==> src/rtl/cbc_pkg.sv <==
package cbc_pkg;
  typedef enum logic [1:0] {FLV_5P2 = 2'd0, FLV_7 = 2'd1, FLV_9 = 2'd2} flavour_e;

  localparam int ROM_W = 9;
  localparam int RAM_W = 4;
  localparam int SEL_W = 4;

  typedef enum logic [1:0] {
    RG_ENABLE  = 2'd0,
    RG_BANK_LO = 2'd1,
    RG_BANK_HI = 2'd2,
    RG_CTRL    = 2'd3
  } region_e;

  typedef struct packed {
    logic [ROM_W-1:0] rom;
    logic [RAM_W-1:0] ram;
    logic             en;
    logic [SEL_W-1:0] sel;
    logic             mode;
  } bank_state_t;
endpackage

==> src/rtl/cbc_decode.sv <==
module cbc_decode
  import cbc_pkg::*;
(
  input  logic       wr_i,
  input  logic [3:0] addr_hi_i,
  output logic       hit_o,
  output region_e    region_o,
  output logic       half_o
);
  assign hit_o    = wr_i & ~addr_hi_i[3];
  assign region_o = region_e'(addr_hi_i[2:1]);
  assign half_o   = addr_hi_i[0];
endmodule

==> src/rtl/cbc_next.sv <==
module cbc_next
  import cbc_pkg::*;
#(
  parameter flavour_e FLAVOUR = FLV_5P2
) (
  input  logic        hit_i,
  input  region_e     region_i,
  input  logic        half_i,
  input  logic [7:0]  data_i,
  input  bank_state_t cur_i,
  output bank_state_t nxt_o,
  output logic        latch_o
);
  logic en_val;
  logic unused_in;

  assign en_val    = (data_i[3:0] == 4'hA);
  assign unused_in = ^{cur_i, data_i, half_i};

  if (FLAVOUR == FLV_5P2) begin : g_5p2
    logic [4:0] lo5;
    assign lo5 = (data_i[4:0] == 5'd0) ? 5'd1 : data_i[4:0];
    always_comb begin
      nxt_o   = cur_i;
      latch_o = 1'b0;
      if (hit_i) begin
        case (region_i)
          RG_ENABLE:  nxt_o.en = en_val;
          RG_BANK_LO: nxt_o.rom = {2'b00, cur_i.rom[6:5], lo5};
          RG_BANK_HI: begin
            if (cur_i.mode) nxt_o.ram = {2'b00, data_i[1:0]};
            else            nxt_o.rom = {2'b00, data_i[1:0], cur_i.rom[4:0]};
          end
          RG_CTRL:    nxt_o.mode = data_i[0];
          default: ;
        endcase
      end
    end
  end else if (FLAVOUR == FLV_7) begin : g_7
    logic [6:0] lo7;
    assign lo7 = (data_i[6:0] == 7'd0) ? 7'd1 : data_i[6:0];
    always_comb begin
      nxt_o   = cur_i;
      latch_o = 1'b0;
      if (hit_i) begin
        case (region_i)
          RG_ENABLE:  nxt_o.en = en_val;
          RG_BANK_LO: nxt_o.rom = {2'b00, lo7};
          RG_BANK_HI: begin
            nxt_o.sel = data_i[3:0];
            nxt_o.ram = {2'b00, data_i[1:0]};
          end
          RG_CTRL:    latch_o = 1'b1;
          default: ;
        endcase
      end
    end
  end else begin : g_9
    logic [7:0] lo8;
    assign lo8 = (data_i == 8'd0) ? 8'd1 : data_i;
    always_comb begin
      nxt_o   = cur_i;
      latch_o = 1'b0;
      if (hit_i) begin
        case (region_i)
          RG_ENABLE:  nxt_o.en = en_val;
          RG_BANK_LO: begin
            if (!half_i) nxt_o.rom = {cur_i.rom[8], lo8};
            else         nxt_o.rom = {data_i[0], cur_i.rom[7:0]};
          end
          RG_BANK_HI: nxt_o.ram = data_i[3:0];
          default: ;
        endcase
      end
    end
  end
endmodule

==> src/rtl/cbc_state.sv <==
module cbc_state
  import cbc_pkg::*;
#(
  parameter int ROM_BANKS = 128,
  parameter int RAM_BANKS = 4
) (
  input  logic        clk_i,
  input  logic        rst_ni,
  input  logic        hit_i,
  input  bank_state_t nxt_i,
  input  logic        latch_i,
  output bank_state_t st_o,
  output logic        latch_o
);
  localparam logic [ROM_W-1:0] ROM_MASK = ROM_W'(ROM_BANKS - 1);
  localparam logic [RAM_W-1:0] RAM_MASK = RAM_W'(RAM_BANKS - 1);

  bank_state_t st_q;

  always_ff @(posedge clk_i or negedge rst_ni) begin
    if (!rst_ni) begin
      st_q     <= '0;
      st_q.rom <= ROM_W'(1);
      latch_o  <= 1'b0;
    end else begin
      latch_o <= latch_i;
      if (hit_i) begin
        st_q     <= nxt_i;
        st_q.rom <= nxt_i.rom & ROM_MASK;
        st_q.ram <= nxt_i.ram & RAM_MASK;
      end
    end
  end

  assign st_o = st_q;

  assert_rom_range_R10: assert property (@(posedge clk_i) disable iff (!rst_ni)
    st_q.rom <= ROM_MASK);
  assert_ram_range_R10: assert property (@(posedge clk_i) disable iff (!rst_ni)
    st_q.ram <= RAM_MASK);
  assert_hold_R12: assert property (@(posedge clk_i) disable iff (!rst_ni)
    !hit_i |=> $stable(st_q));
endmodule

==> src/rtl/cart_bank_ctrl.sv <==
module cart_bank_ctrl
  import cbc_pkg::*;
#(
  parameter flavour_e FLAVOUR   = FLV_5P2,
  parameter int       ROM_BANKS = 128,
  parameter int       RAM_BANKS = 4
) (
  input  logic        clk_i,
  input  logic        rst_ni,
  input  logic        wr_i,
  input  logic [15:0] addr_i,
  input  logic [7:0]  data_i,
  output logic [8:0]  rom_bank_o,
  output logic [3:0]  ram_bank_o,
  output logic        ram_en_o,
  output logic [3:0]  clk_sel_o,
  output logic        clk_map_o,
  output logic        latch_pulse_o
);
  localparam logic [8:0] ROM_MASK = 9'(ROM_BANKS - 1);

  logic        hit;
  region_e     region;
  logic        half;
  bank_state_t cur, nxt;
  logic        latch_nxt;
  logic        unused_addr;

  assign unused_addr = ^addr_i[11:0];

  cbc_decode u_dec (
    .wr_i      (wr_i),
    .addr_hi_i (addr_i[15:12]),
    .hit_o     (hit),
    .region_o  (region),
    .half_o    (half)
  );

  cbc_next #(.FLAVOUR(FLAVOUR)) u_nxt (
    .hit_i    (hit),
    .region_i (region),
    .half_i   (half),
    .data_i   (data_i),
    .cur_i    (cur),
    .nxt_o    (nxt),
    .latch_o  (latch_nxt)
  );

  cbc_state #(.ROM_BANKS(ROM_BANKS), .RAM_BANKS(RAM_BANKS)) u_st (
    .clk_i   (clk_i),
    .rst_ni  (rst_ni),
    .hit_i   (hit),
    .nxt_i   (nxt),
    .latch_i (latch_nxt),
    .st_o    (cur),
    .latch_o (latch_pulse_o)
  );

  assign rom_bank_o = cur.rom;
  assign ram_bank_o = cur.ram;
  assign ram_en_o   = cur.en;
  assign clk_sel_o  = cur.sel;
  assign clk_map_o  = cur.sel[3];

  assert_ram_en_R1: assert property (@(posedge clk_i) disable iff (!rst_ni)
    (wr_i && addr_i[15:13] == 3'd0) |=> (ram_en_o == ($past(data_i[3:0]) == 4'hA)));
  assert_latch_src_R7: assert property (@(posedge clk_i) disable iff (!rst_ni)
    latch_pulse_o |-> $past(wr_i && addr_i[15:13] == 3'd3));

  if (FLAVOUR == FLV_7) begin : g_chk7
    assert_zero_sub_R5: assert property (@(posedge clk_i) disable iff (!rst_ni)
      (wr_i && addr_i[15:13] == 3'd1 && data_i[6:0] == 7'd0) |=> rom_bank_o == (9'd1 & ROM_MASK));
    assert_sel_load_R6: assert property (@(posedge clk_i) disable iff (!rst_ni)
      (wr_i && addr_i[15:13] == 3'd2) |=> clk_sel_o == $past(data_i[3:0]));
    assert_latch_keep_R7: assert property (@(posedge clk_i) disable iff (!rst_ni)
      (wr_i && addr_i[15:13] == 3'd3) |=> ($stable(rom_bank_o) && $stable(ram_bank_o)));
  end else begin : g_chk_nolatch
    assert_no_latch_R7: assert property (@(posedge clk_i) disable iff (!rst_ni)
      !latch_pulse_o);
  end
endmodule

==> config.mk <==
export PLATFORM = sky130hd
export DESIGN_NAME = cart_bank_ctrl
export DESIGN_NICKNAME = d
export VERILOG_FILES = /design/src/rtl/cbc_pkg.sv /design/src/rtl/cbc_decode.sv /design/src/rtl/cbc_next.sv /design/src/rtl/cbc_state.sv /design/src/rtl/cart_bank_ctrl.sv
export SDC_FILE = /design/constraint.sdc
export NUM_CORES = 1
export LEC_CHECK = 0
export BUFFER_PORTS_ARGS = -buffer_cell sky130_fd_sc_hd__buf_2
export CAP_MARGIN = 20
export CORE_MARGIN = 4
export CORE_UTILIZATION = 41
export DETAILED_ROUTE_END_ITERATION = 7
export PLACE_DENSITY = 0.82
export REMOVE_ABC_BUFFERS = 1
export SLEW_MARGIN = 20
export SYNTH_ARGS = -nofsm -noshare
export SYNTH_HDL_FRONTEND = slang
export SYNTH_SLANG_ARGS = --single-unit
==> constraint.sdc <==
create_clock -name clk_i -period 2.95 [get_ports clk_i]
set_input_delay 0.295 -clock clk_i [delete_from_list [all_inputs] [get_ports clk_i]]
set_output_delay 0.295 -clock clk_i [all_outputs]
set_load 0.005 [all_outputs]
# After elaboration in Yosys (flattened, before gate mapping)
# Cells that the tools add are included.
# Widths: inputs -> output; s select.
# word_totals
word_cells	24
output_inout_bits	20
n_memories	0
ff_bits	11
rom_bits	0
input_bits	27
ramBits	0
latch_bits	0
# classes
order_cmp	0
bitwise	5
n_div	0
addsub	0
muxes	3
n_reduce_logical	7
n_eq_ne	4
shift	0
mul	0
# ops
operator	count
$pmux 7 s2	1
$mux 7	1
$reduce_and 3->1	2
$logic_not 5->1	1
$mux 5	1
$eq 2x2->1 const B	2
$eq 4x4->1 const B	1
$not 1->1	4
$reduce_and 2->1	2
$reduce_and 4->1	1
$eq 2x1->1 const B	1
$logic_not 2->1	1
$and 1x1->1	1

# Depth between registers and ports, before layout
# Gate-level depths: netlist of the first run.
# depth
ltp_word	3
depth_mapped	4
mapped_depth_nobuf	3

# Modules after synthesis
# Synthesis of the first run repeated with hierarchy kept, for this count alone.
# hier_totals
cells_unflattened	90
hier_area_um2	1056.0
# modules_own_cells
mod	area_per_inst_um2	cells_each	instances	seq_area_each_um2
cbc_state	673.1	38	1	401.6
cbc_next	339.1	47	1	0.0
cbc_decode	36.3	4	1	0.0
cart_bank_ctrl	7.5	1	1	0.0

# Worst setup path after synthesis of the first run
# Ideal clock, no wire load.
# synth_timing
kind	input -> register
start	in addr_i[15]
end	reg u_st.st_q (netlist bit u_st.st_o[6])
path_buffers	0
required_time_ps	2825
arrival_ps	1149
cell_stages	3
setup_ps	125
slack_ps	1676
path_cell_list	nand3b_1 > or3b_4 > mux2_4
# synth_via
elab_chain_len	3
# synth_rtl
item	line_no	rtl
start, declared	cart_bank_ctrl.sv:11	input logic [15:0] addr_i,
$not 1->1	cbc_decode.sv:10	assign hit_o = wr_i & ~addr_hi_i[3];
$and 1x1->1	cbc_decode.sv:10	
$reduce_and 3->1 (no line)	n/a	
end signal, assigned	cbc_state.sv:28	st_q <= nxt_i;
end, declared	cbc_state.sv:18	bank_state_t st_q;
# Every way passes these cells.
# A chain may end at the register's enable or synchronous reset.

# Worst setup path after layout of the first run
# layout_timing
start	reg u_st.st_q (netlist bit u_st.st_o[0])
end	reg u_st.st_q (netlist bit u_st.st_o[15])
# layout_via
elab_chain_len	2
# layout_rtl
item
$not 1->1 (no line)
$reduce_and 4->1 (no line)
# Every way passes these cells.

==> flow_summary.json, run 1 <==
{
  "hold_path_startpoint": "data_i[4]",
  "n_antenna_cell": 0,
  "postRouteWirelength_um": 1110,
  "finalSetupViolCount": 0,
  "fin_cells": 83,
  "clk_pin_slew_ns": 0.08,
  "ant_nets": 0,
  "powerDensity_nw_per_um2": 624,
  "final_util": 0.492,
  "min_period_over_period": 0.407,
  "synth.area.top_cells": "dfrtp_1 (40%), buf_4 (23%), mux2_2 (13%), mux2_4 (4.8%), dfstp_2 (4.2%)",
  "share_clk_of_total_power": 0.253,
  "grt_overflow": 0,
  "timing.max_cap.violations": 0,
  "fin_worst_skew_ns": 0.00175,
  "share_of_power_burned_in_combinational_logic": 0.250,
  "synth.ff_latch_count": 11,
  "finish.instance_area_um2": 672,
  "cells_after_synth": 54,
  "num_io_pins": 47,
  "initial_core_util": 0.461,
  "area_growth_syn_to_layout_pct": 6.76,
  "total_switching_power_mw": 0.114,
  "largest_register_ffs": 11,
  "startpoint_of_the_most_critical_setup_path": "u_st.st_o[0]$_DFFE_PN0P_",
  "remaining_drc_errors": 0,
  "avgViaCountPerCell": 4.82,
  "netlist_area_um2": 629,
  "worst_ep_arrival_time_ns": 1.35,
  "switching_part_of_the_total_power": 0.271,
  "worst_hold_path_type": "input pin to flip-flop",
  "num-nets-final": 96,
  "timing.critical_path.buf_inv": 0,
  "power.ir.vdd_worst_mv": 0.354,
  "dpl.hpwl_um": 851,
  "h_tree_levels": 1,
  "fill_cells": 135,
  "path_cells": "nor3_1 -> mux2_2",
  "globalRouteTotalUtil": 0.104,
  "die_area_um2": 2230,
  "min_period_ns": 1.20,
  "globalplace.congestion": 0.720,
  "p_total_mw": 0.419,
  "p_int_mw": 0.306,
  "wire_length_of_the_first_global_routing_pass_um": 1610,
  "max_clock_freq_mhz": 832,
  "run_status": "finished, final reports clean",
  "rsz0062_at_grt": "no",
  "cp_data_required_time_ns": 3.10,
  "path_max_fanout": 3,
  "num_rows": 13,
  "cell_with_the_largest_stage_delay_on_the_worst_path": "dfrtp_1",
  "setup.worst_path.class": "flip-flop to flip-flop",
  "floorplan.die.height_um": 47.2,
  "tritoncts.num_buffers": 3,
  "cts_root_buf": "clkbuf_4",
  "synth_top_cell_area_share": 0.398,
  "synth.distinct_cells": 19,
  "clock_insertion_delay_worst_skew_ns": 0.27,
  "post_synth.cell_area_avg_um2": 11.7,
  "placed_area_um2": 636,
  "die_x_um": 47.2,
  "r2r-start": "u_st.st_o[0]$_DFFE_PN0P_",
  "dpl.cell_count": 78,
  "critical_path.max_stage_delay_ns": 0.39,
  "cts_tree": "built",
  "p_leak_nw": 0.337,
  "grt_start_max_net_pins": 12,
  "cts-root-to-sink-buffers": 2,
  "dr_total_vias": 400,
  "proportion_of_layout_cells_with_a_drive_suffix_above_1": 0.529,
  "initial_antenna_violation_count": 0,
  "sequentialPowerShare": 0.497,
  "final-max-slew-violation-count": 0,
  "portBuffers": 20,
  "core-area_um2": 1370,
  "first_global_vias": 371,
  "dominant_delay_contributor_by_cell_family_on_the_critical_path": "flip-flops",
  "setup-tns-final_ns": 0,
  "post-synth-top-area-cell": "dfrtp_1",
  "ys_warnings": 0,
  "detail_route.iter0.violations": 6,
  "wl_per_cell_um": 13.3,
  "hold_viol": 0,
  "synth_seq_area_share": 0.439,
  "cts_num_sinks": 11,
  "endpoint_kind": "flip-flop",
  "first_drt_pass_iteration_count": 4,
  "worstSetupStartpointType": "flip-flop"
}
[synth_stat cells]
| library cell | count |
|---|---|
| buf_4 | 19 |
| mux2_2 | 7 |
| or4b_2 | 1 |
| dfrtp_1 | 10 |
| nor3_1 | 1 |
| clkbuf_1 | 1 |
| nand2_1 | 1 |
| a21oi_1 | 1 |
| or3b_4 | 1 |
| nand3b_1 | 1 |
| conb_1 | 1 |
| nand4b_1 | 1 |
| or4bb_1 | 1 |
| nor2_1 | 2 |
| nor4_1 | 1 |
| mux2_4 | 2 |
| o21ai_0 | 1 |
| and4bb_2 | 1 |
| dfstp_2 | 1 |
[repair_timing]
item,in CTS,in global routing
hold endpoints to repair,10,0
resized for setup,0,0
hold buffers,1,0
setup buffers,0,0
[final cells by class]
| cell class | instances | area [um2] | share of cell area |
|---|---|---|---|
| clock buffers | 4 | 26.3 | 0.0391 |
| multi-input cells | 32 | 240 | 0.358 |
| well taps | 15 | 18.8 | 0.0279 |
| flip-flops and latches | 11 | 277 | 0.412 |
| repair buffers | 21 | 110 | 0.164 |
[through the flow]
stage / setup WS, ns / hold slack [ns]
3_3_place_gp: 1.53 / 0.172
3_5_place_dp: 1.52 / 0.175
5_1_grt: 1.68 / 0.266
4_1_cts: 1.74 / 0.280
2_1_floorplan: 1.68 / -0.000591
6_report: 1.75 / 0.272
[metal layers]
layer	vias to the layer above	share of wire	GRT usage	wire length, um
li1	186	-	-	-
met1	183	0.46	0.132	508
met2	29	0.42	0.165	463
met3	2	0.11	0.0345	125
met4	0	0.0072	0.0331	8
met5	-	0	0	0
[logic make-up after synthesis]
kind of cell	share of synthesized area
mux	0.173
other cells	0.00596
compound gates	0.0159
flops	0.439
simple gates	0.133
buf+inv	0.233
[worst paths after layout]
check / to / slack, ns / cells past startpoint
setup / recovery: u_st.st_o[15]$_DFFE_PN0P_ / 1.75 / 2
max in group asynchronous: u_st.st_o[10]$_DFFE_PN1P_ / 2.27 / 2
hold reg to reg: u_st.st_o[5]$_DFFE_PN0P_ / 0.48 / 2
hold / removal: u_st.st_o[14]$_DFFE_PN0P_ / 0.27 / 2
setup reg to reg: u_st.st_o[15]$_DFFE_PN0P_ / 1.75 / 2
min in group asynchronous: u_st.st_o[11]$_DFFE_PN0P_ / 0.42 / 2
[layout by cell type (no fill, tap or decap)]
cell,count
or4b_2,1
dfstp_2,1
clkbuf_1,1
mux2_4,2
mux2_2,7
nand3b_1,1
conb_1,10
dfrtp_1,10
buf_2,20
a21oi_1,1
nor2_1,2
or4bb_1,1
dlygate4sd3_1,1
or3b_4,1
nor3_1,1
and4bb_2,1
nand2_1,1
o21ai_0,1
nor4_1,1
clkbuf_4,3
nand4b_1,1
[power by group through the flow]
stage                     sequential, mW  combinational (mW)  clock, mW
final                              0.208               0.105      0.106
after global routing               0.213               0.117      0.116
after CTS                          0.209               0.107      0.104
after detailed placement           0.211               0.105          0
after global placement             0.209               0.102          0
after floorplan                    0.214              0.0465          0
[worst register-to-register path: stages (launching register included)]
cell,delay [ns]
dfrtp_1,0.39
nor3_1,0.31
mux2_2,0.38
Power figures use the tool's default switching activity.
==> run 2: changes to the inputs <==
CORE_UTILIZATION = 38   (was 41)
PLACE_DENSITY = 0.76   (was 0.82)
clock period = 1.23 ns   (was 2.95 ns; I/O delays follow)
==> run 2 against run 1 <==
Fmax is 2.5% higher; non-clock buffer count is 1 higher; clock-buffer cell count is 1 lower; design area is 1.5% higher; setup slack worse by 1.7 ns; critical path depth stayed put; register-to-register slack worse by 1.7 ns; power is 140% higher; core utilization is 4.9 points lower; sequential share of layout area is 0.60 points lower; critical path type unchanged.
==> flow_summary.json, run 2 (synthesized netlist as in run 1, its figures left out) <==
{
  "remaining_drc_errors": 0,
  "path_max_fanout": 3,
  "hold_viol": 0,
  "initial_core_util": 0.408,
  "min_period_ns": 1.17,
  "initial_antenna_violation_count": 0,
  "core-area_um2": 1540,
  "portBuffers": 20,
  "setup.worst_path.class": "flip-flop to flip-flop",
  "ant_nets": 0,
  "postRouteWirelength_um": 1030,
  "floorplan.die.height_um": 48.7,
  "wl_per_cell_um": 12.1,
  "powerDensity_nw_per_um2": 1460,
  "wire_length_of_the_first_global_routing_pass_um": 1810,
  "die_x_um": 48.7,
  "p_leak_nw": 0.345,
  "dr_total_vias": 391,
  "timing.max_cap.violations": 0,
  "power.ir.vdd_worst_mv": 0.703,
  "timing.critical_path.buf_inv": 0,
  "largest_register_ffs": 11,
  "cts_root_buf": "clkbuf_4",
  "worst_hold_path_type": "input pin to flip-flop",
  "die_area_um2": 2370,
  "tritoncts.num_buffers": 3,
  "cell_with_the_largest_stage_delay_on_the_worst_path": "or3b_4",
  "num_io_pins": 47,
  "cts_num_sinks": 11,
  "cts_tree": "built",
  "grt_start_max_net_pins": 12,
  "area_growth_syn_to_layout_pct": 8.35,
  "n_antenna_cell": 0,
  "dominant_delay_contributor_by_cell_family_on_the_critical_path": "simple AND/OR/NAND/NOR gates",
  "max_clock_freq_mhz": 853,
  "layout_common_cells": "buf_2 (20), conb_1 (10), dfrtp_1 (10)",
  "globalRouteTotalUtil": 0.0966,
  "endpoint_kind": "flip-flop",
  "proportion_of_layout_cells_with_a_drive_suffix_above_1": 0.551,
  "run_status": "finished, final reports clean",
  "rsz0062_at_grt": "yes",
  "p_total_mw": 0.995,
  "path_cells": "or3b_4 -> mux2_4",
  "worstSetupStartpointType": "flip-flop",
  "min_period_over_period": 0.953,
  "final-max-slew-violation-count": 0,
  "num-nets-final": 97,
  "cts-root-to-sink-buffers": 2,
  "critical_path.max_stage_delay_ns": 0.40,
  "first_global_vias": 406,
  "h_tree_levels": 1,
  "cp_data_required_time_ns": 1.38,
  "num_rows": 14,
  "globalplace.congestion": 0.699,
  "layout.cells.most_common": "buf_2",
  "clock_insertion_delay_worst_skew_ns": 0.27,
  "detail_route.iter0.violations": 2,
  "first_drt_pass_iteration_count": 3,
  "finalSetupViolCount": 0,
  "dpl.hpwl_um": 827,
  "fin_worst_skew_ns": 0.00326,
  "grt_overflow": 0,
  "clk_pin_slew_ns": 0.07,
  "avgViaCountPerCell": 4.60,
  "worst_ep_arrival_time_ns": 1.33,
  "setup-tns-final_ns": 0
}
==> run 2: worst register-to-register path: cells and delay by family (launching register included) <==
kind / cells / cell delay (ns)
mux: 1 / 0.30
flops: 1 / 0.36
simple gates: 1 / 0.40
==> run 2: final timing paths <==
check,startpoint,end,slack [ns],cells after the start
worst max-delay path,u_st.st_o[0]$_DFFE_PN0P_,u_st.st_o[7]$_DFFE_PN0P_,0.06,2
worst min-delay path,data_i[4],u_st.st_o[14]$_DFFE_PN0P_,0.11,2
worst max register to register,u_st.st_o[0]$_DFFE_PN0P_,u_st.st_o[7]$_DFFE_PN0P_,0.06,2
worst min register to register,u_st.st_o[5]$_DFFE_PN0P_,u_st.st_o[5]$_DFFE_PN0P_,0.48,2
max in group asynchronous,rst_ni,u_st.st_o[10]$_DFFE_PN1P_,0.72,2
min in group asynchronous,rst_ni,u_st.st_o[5]$_DFFE_PN0P_,0.25,2
==> run 2: repair_timing <==
action,4_1_cts,5_1_grt
gates resized for setup,0,0
setup endpoints to repair,0,1
hold endpoints to repair,11,0
hold buffers,1,0
buffers inserted,0,0
==> run 2: stage by stage <==
| step | setup slack [ns] | instance area (um2) | cells | util | hold WS, ns |
|---|---|---|---|---|---|
| after global placement | -0.0154 | 644 | 80 | 0.418 | 0.00115 |
| after floorplan | 0.0970 | 517 | 43 | - | -0.173 |
| after CTS | 0.0511 | 682 | 85 | 0.442 | 0.0996 |
| after detailed placement | -0.0178 | 644 | 80 | 0.418 | 0.00835 |
| final | 0.0577 | 682 | 85 | 0.442 | 0.109 |
| after global routing | -0.000552 | 682 | 85 | 0.442 | 0.0966 |
==> run 2: final cells by class <==
type                    instances  area, um2
multi-input cells              32        240
repair buffers                 22        118
flip-flops and latches         11        277
well taps                      16       20.0
clock buffers                   3       22.5
fillers                       166        860
clock inverters                 1       5.00
==> run 2: layer usage <==
metal  wire, um  share of wire  vias up  track usage
met4          0              0        0       0.0538
met2        492           0.48       18        0.148
met5          0              0        -            0
li1           -              -      187            -
met3         95          0.093        0       0.0368
met1        438           0.43      186        0.115
==> run 2: power by group <==
part           internal [mW]  switching [mW]
logic                  0.154          0.0971
clock network          0.120           0.126
registers              0.456          0.0424
total                  0.729           0.266
